**config.mk**
```make
export PLATFORM = sky130hd
export DESIGN_NAME = twist_ring_counter
export DESIGN_NICKNAME = d
export VERILOG_FILES = /design/src/rtl/rjc_pkg.sv /design/src/rtl/rjc_legal.sv /design/src/rtl/rjc_decode.sv /design/src/rtl/rjc_next.sv /design/src/rtl/twist_ring_counter.sv
export SDC_FILE = /design/constraint.sdc
export NUM_CORES = 1
export LEC_CHECK = 0
export BUFFER_PORTS_ARGS = -buffer_cell sky130_fd_sc_hd__buf_4
export CORE_AREA = 2 2 39 41
export DETAILED_ROUTE_END_ITERATION = 10
export DIE_AREA = 0 0 41 43
export SYNTH_ARGS = -nofsm -noshare
export SYNTH_HDL_FRONTEND = slang
export SYNTH_HIERARCHICAL = 1
export SYNTH_SLANG_ARGS = --single-unit
```
**constraint.sdc**
```tcl
create_clock -name clk -period 3.5 [get_ports clk]
set_input_delay 1.05 -clock clk [delete_from_list [all_inputs] [get_ports clk]]
set_output_delay 1.05 -clock clk [all_outputs]
set_load 0.01 [all_outputs]
```
**src/rtl/rjc_pkg.sv**
```systemverilog
package rjc_pkg;
   typedef enum logic {
      RJC_RING  = 1'b0,
      RJC_TWIST = 1'b1
   } rjc_mode_e;

   localparam int RJC_MIN_WIDTH = 2;
endpackage

```
**src/rtl/rjc_legal.sv**
```systemverilog
module rjc_legal #(
   parameter int W = 4
) (
   input  logic [W-1:0] q,
   input  logic         mode,
   output logic         legal
);
   import rjc_pkg::*;

   localparam int CW = $clog2(W + 1);

   logic [CW-1:0] ones;
   logic [CW-1:0] edges;
   logic [W-2:0]  diff;

   // Neighbouring-bit differences: a twisted-ring code has at most one boundary
   for (genvar i = 0; i < W - 1; i++) begin : g_diff
      assign diff[i] = q[i] ^ q[i+1];
   end

   always_comb begin
      ones  = '0;
      edges = '0;
      for (int i = 0; i < W; i++)
         ones = ones + CW'(q[i]);
      for (int i = 0; i < W - 1; i++)
         edges = edges + CW'(diff[i]);
   end

   always_comb begin
      if (rjc_mode_e'(mode) == RJC_RING)
         legal = (ones == CW'(1));
      else
         legal = (edges <= CW'(1));
   end
endmodule

```
**src/rtl/rjc_decode.sv**
```systemverilog
module rjc_decode #(
   parameter int W = 4
) (
   input  logic [W-1:0]   q,
   input  logic           mode,
   input  logic           legal,
   output logic [2*W-1:0] vec
);
   import rjc_pkg::*;

   localparam int DW = 2 * W;

   logic [DW-1:0] tw_vec;
   logic [DW-1:0] rg_vec;

   // Twisted-ring decode: every state is one two-input gate on a bit pair
   for (genvar k = 0; k < W; k++) begin : g_tw
      if (k == 0) begin : g_first
         assign tw_vec[0] = ~q[W-1] & ~q[0];
         assign tw_vec[W] =  q[W-1] &  q[0];
      end else begin : g_mid
         assign tw_vec[k]     =  q[k-1] & ~q[k];
         assign tw_vec[W + k] = ~q[k-1] &  q[k];
      end
   end

   // Ring decode: every state is a single bit
   assign rg_vec = {{W{1'b0}}, q};

   always_comb begin
      if (!legal)
         vec = '0;
      else if (rjc_mode_e'(mode) == RJC_RING)
         vec = rg_vec;
      else
         vec = tw_vec;
   end
endmodule

```
**src/rtl/rjc_next.sv**
```systemverilog
module rjc_next #(
   parameter int W = 4
) (
   input  logic [W-1:0] q,
   input  logic         mode,
   input  logic         en,
   input  logic         legal,
   output logic [W-1:0] d
);
   import rjc_pkg::*;

   logic [W-1:0] shifted;
   logic [W-1:0] restart;
   logic         feed;

   assign feed = (rjc_mode_e'(mode) == RJC_TWIST) ? ~q[W-1] : q[W-1];

   for (genvar i = 0; i < W; i++) begin : g_shift
      if (i == 0) begin : g_in
         assign shifted[i] = feed;
      end else begin : g_pass
         assign shifted[i] = q[i-1];
      end
   end

   assign restart = (rjc_mode_e'(mode) == RJC_TWIST) ? '0 : W'(1);

   always_comb begin
      if (!legal)
         d = restart;
      else if (en)
         d = shifted;
      else
         d = q;
   end
endmodule

```
**src/rtl/twist_ring_counter.sv**
```systemverilog
module twist_ring_counter #(
   parameter int WIDTH = 4
) (
   input  logic               clk,
   input  logic               rst,
   input  logic               en,
   input  logic               mode,
   output logic [WIDTH-1:0]   count,
   output logic [2*WIDTH-1:0] state_vec,
   output logic               illegal
);
   import rjc_pkg::*;

   localparam int DW = 2 * WIDTH;

   if (WIDTH < RJC_MIN_WIDTH) begin : g_bad_width
      $error("twist_ring_counter: WIDTH must be at least 2");
   end

   logic [WIDTH-1:0] d;
   logic             legal;
   logic [DW-1:0]    vec;

   rjc_legal #(.W(WIDTH)) u_legal (
      .q     (count),
      .mode  (mode),
      .legal (legal)
   );

   rjc_next #(.W(WIDTH)) u_next (
      .q     (count),
      .mode  (mode),
      .en    (en),
      .legal (legal),
      .d     (d)
   );

   rjc_decode #(.W(WIDTH)) u_dec (
      .q     (count),
      .mode  (mode),
      .legal (legal),
      .vec   (vec)
   );

   always_ff @(posedge clk) begin
      if (rst)
         count <= (rjc_mode_e'(mode) == RJC_TWIST) ? '0 : WIDTH'(1);
      else
         count <= d;
   end

   assign state_vec = vec;
   assign illegal   = ~legal;
endmodule

```
==> qor.txt <==
status = finished with violations
violated checks = setup timing
flops & latches, synth = 4
crit path DAT = 2.47 ns
CP peak stage delay = 0.54 ns
hold-fix buffer count after cts = 0
Total Routing Usage GR = 0.145
Worst slew margin = 0.790
Worst-Skew Late Latency = 0.24 ns
YS warnings = 6
Mapped Cells = 52
r2r setup slk = 1.05 ns
Regs by FF count = count: 4 flops
DR pass1 iterations = 1
critical path start-end classification = flip-flop to output port
detail-routed via count per cell = 5.00
Power Total = 0.000228 W
Clock Path Buffers = 2
Most flops, register = count
Die X = 41 microns
placed cell count = 88
Worst setup EP type = output port
minimum clock period = 3.52 ns
Setup-failing EPs final = 5
GP Congestion = 0.678
layout cells sized above 1 = 0.573
CTS buffer count = 3
Util after Layout = 0.516
RSZ-0062 raised after global routing = yes
dpl hpwl = 755 microns
CP required = 2.45 ns
Core Footprint = 1380 sq um
Fin. Hold Viols = 0
clock skew = 0.00850 ns
Least-Margin Pin Slew = 0.315 ns
Worst setup SP type = flip-flop
Root Buffer = clkbuf_4
worst reg-to-reg path cell count = 12
Post-DRT Antenna Nets = 0
CTS clock-pin slew for the worst setup and hold paths = 0.04 ns
Peak VDD IR = 211 uV
Cells on Worst Hold Path = 4
Critical Path Stages = 10
Port Buffers = 16
Avg Inst Size Synth = 8.76 sq um
Hold WC Path Type = flip-flop to flip-flop
Die Y = 43 microns
critical-path cell list = inv_2 > fa_1 > inv_2 > ha_4 > ha_4 > nor4b_2 > a211o_1 > nor2b_4 > a22o_1 > buf_6
fin cells = 91
I/O pin cnt = 17
clk sink count = 4
vias in the first global route = 388
max reg flops = 4
sequential share of the synthesized area = 0.176
Leakage = 0.351 nW
final worst setup slack = -0.0205 ns
Row Count = 14
Power Dens Cells = 319 nW/um^2
Hold Slack = 0.815 ns
CP max FO = 4
initial antenna violation count = 0
DR vias = 455
Final nets = 86
drt total wl = 1040 microns
Initial Utilization = 0.329
final period utilization = 1.01
CTS tree = done
CP bufs+invs = 3
count of different cell masters after synthesis = 24
Crit-path slowest cell = fa_1
Ant. Diodes = 0
largest delay contributor family on the critical path = adder cells
DRC viols = 0
Max Cap Violations = 0
highest clock rate = 0.284 GHz
P&R area growth vs syn = 56.9%
initial DRC count = 0
Mapped Area = 455 sq um
pin count of the biggest net entering global routing = 11
H-tree depth = 1
total grt overflow = 0
Slew Viols, Final = 0
first-pass GRT wire length = 1680 microns
syn_nets = 61
Wirelength per Cell = 11.5 microns
die area = 1760 sq um
-- synth_stat cells (all sizes together) --
library cell / instances / area [sq um]
nor4b: 1 / 8.76
fa: 1 / 20.0
nor2: 2 / 7.51
xor2: 1 / 8.76
dfxtp: 4 / 80.1
nand3b: 1 / 7.51
buf: 1 / 11.3
mux2i: 3 / 30.0
nand4b: 1 / 8.76
nor2b: 8 / 52.6
xnor2: 1 / 8.76
ha: 4 / 50.1
a211o: 1 / 8.76
a22o: 4 / 35.0
o211ai: 1 / 7.51
inv: 6 / 22.5
and2b: 3 / 26.3
nor3b: 4 / 30.0
and2: 1 / 8.76
and3: 1 / 6.26
a21oi: 1 / 5.00
nand2: 1 / 3.75
a21boi: 1 / 7.51
-- final cells by class --
class | instances | area [sq um]
clock buffer | 3 | 22.5
fill | 139 | 669
inverter | 6 | 22.5
multi-input combinational | 41 | 400
sequential | 4 | 83.8
tap | 16 | 20.0
timing repair buffer | 21 | 165
-- routing by layer --
metal / wire [microns] / global-route usage
met1: 425 / 0.168
met2: 513 / 0.222
met4: 40 / 0.120
met3: 64 / 0.0157
met5: 0 / 0
-- path summary, 6_finish.rpt --
path / endpoint / startpoint
worst max-delay path: state_vec[3] / count[3]
worst max register to register: count[0] / count[3]
worst min-delay path: count[2] / count[1]
worst min register to register: count[2] / count[1]
-- cells in the final DEF (no fill, tap or decap), drive strengths merged --
| master | count |
|---|---|
| and2 | 1 |
| a21boi | 1 |
| nor2 | 2 |
| buf | 21 |
| a21oi | 1 |
| clkbuf | 3 |
| o211ai | 1 |
| dfxtp | 4 |
| ha | 4 |
| nor3b | 4 |
| fa | 1 |
| mux2i | 3 |
| and3 | 1 |
| nor2b | 8 |
| and2b | 3 |
| xor2 | 1 |
| nand3b | 1 |
| nand4b | 1 |
| nor4b | 1 |
| xnor2 | 1 |
| inv | 6 |
| nand2 | 1 |
| a211o | 1 |
| a22o | 4 |
-- kinds of logic (layout without fill, tap and decap cells) --
kind of cell / Yosys count / count (layout) / synth area share
XOR/XNOR: 2 / 2 / 0.0385
adder cells (fa/ha/maj): 5 / 5 / 0.154
flip-flops: 4 / 4 / 0.176
buffers and inverters: 7 / 30 / 0.0742
multiplexers: 3 / 3 / 0.0659
AND/OR/NAND/NOR: 23 / 23 / 0.352
AO/OA/AOI/OAI: 8 / 8 / 0.140
-- worst reg2reg max path: stages (launching register included) --
cell	delay (ns)
dfxtp_2	0.32
inv_2	0.04
fa_1	0.54
inv_2	0.05
ha_4	0.15
ha_4	0.23
nor4b_2	0.24
a211o_1	0.21
buf_4	0.17
a21boi_1	0.16
o211ai_1	0.11
nor2_1	0.11
a21oi_1	0.04
-- where the power goes --
part	leakage (nW)	internal, W	switching [W]
registers	0.0337	0.0000499	0.00000264
clock network	0.0138	0.0000385	0.0000213
logic	0.304	0.0000611	0.0000548
-- through the flow --
stage | TNS, ns | setup slack [ns] | instance area [sq um]
final | -0.0842 | -0.0205 | 714
after global routing | -0.680 | -0.105 | 714
after CTS | -0.150 | -0.0377 | 712
after detailed placement | 0 | 0.103 | 639
after global placement | 0 | 0.139 | 639
after floorplan | 0 | 0.00728 | 473
-- repair_timing --
| action | in CTS | in global routing |
|---|---|---|
| buffers inserted | 1 | 0 |
| hold endpoints to repair | 0 | 0 |
| setup endpoints to repair | 8 | 9 |
| pin swaps | 8 | 5 |
| gates resized for setup | 11 | 2 |
| gates cloned | 0 | 0 |
Power figures use the tool's default switching activity.
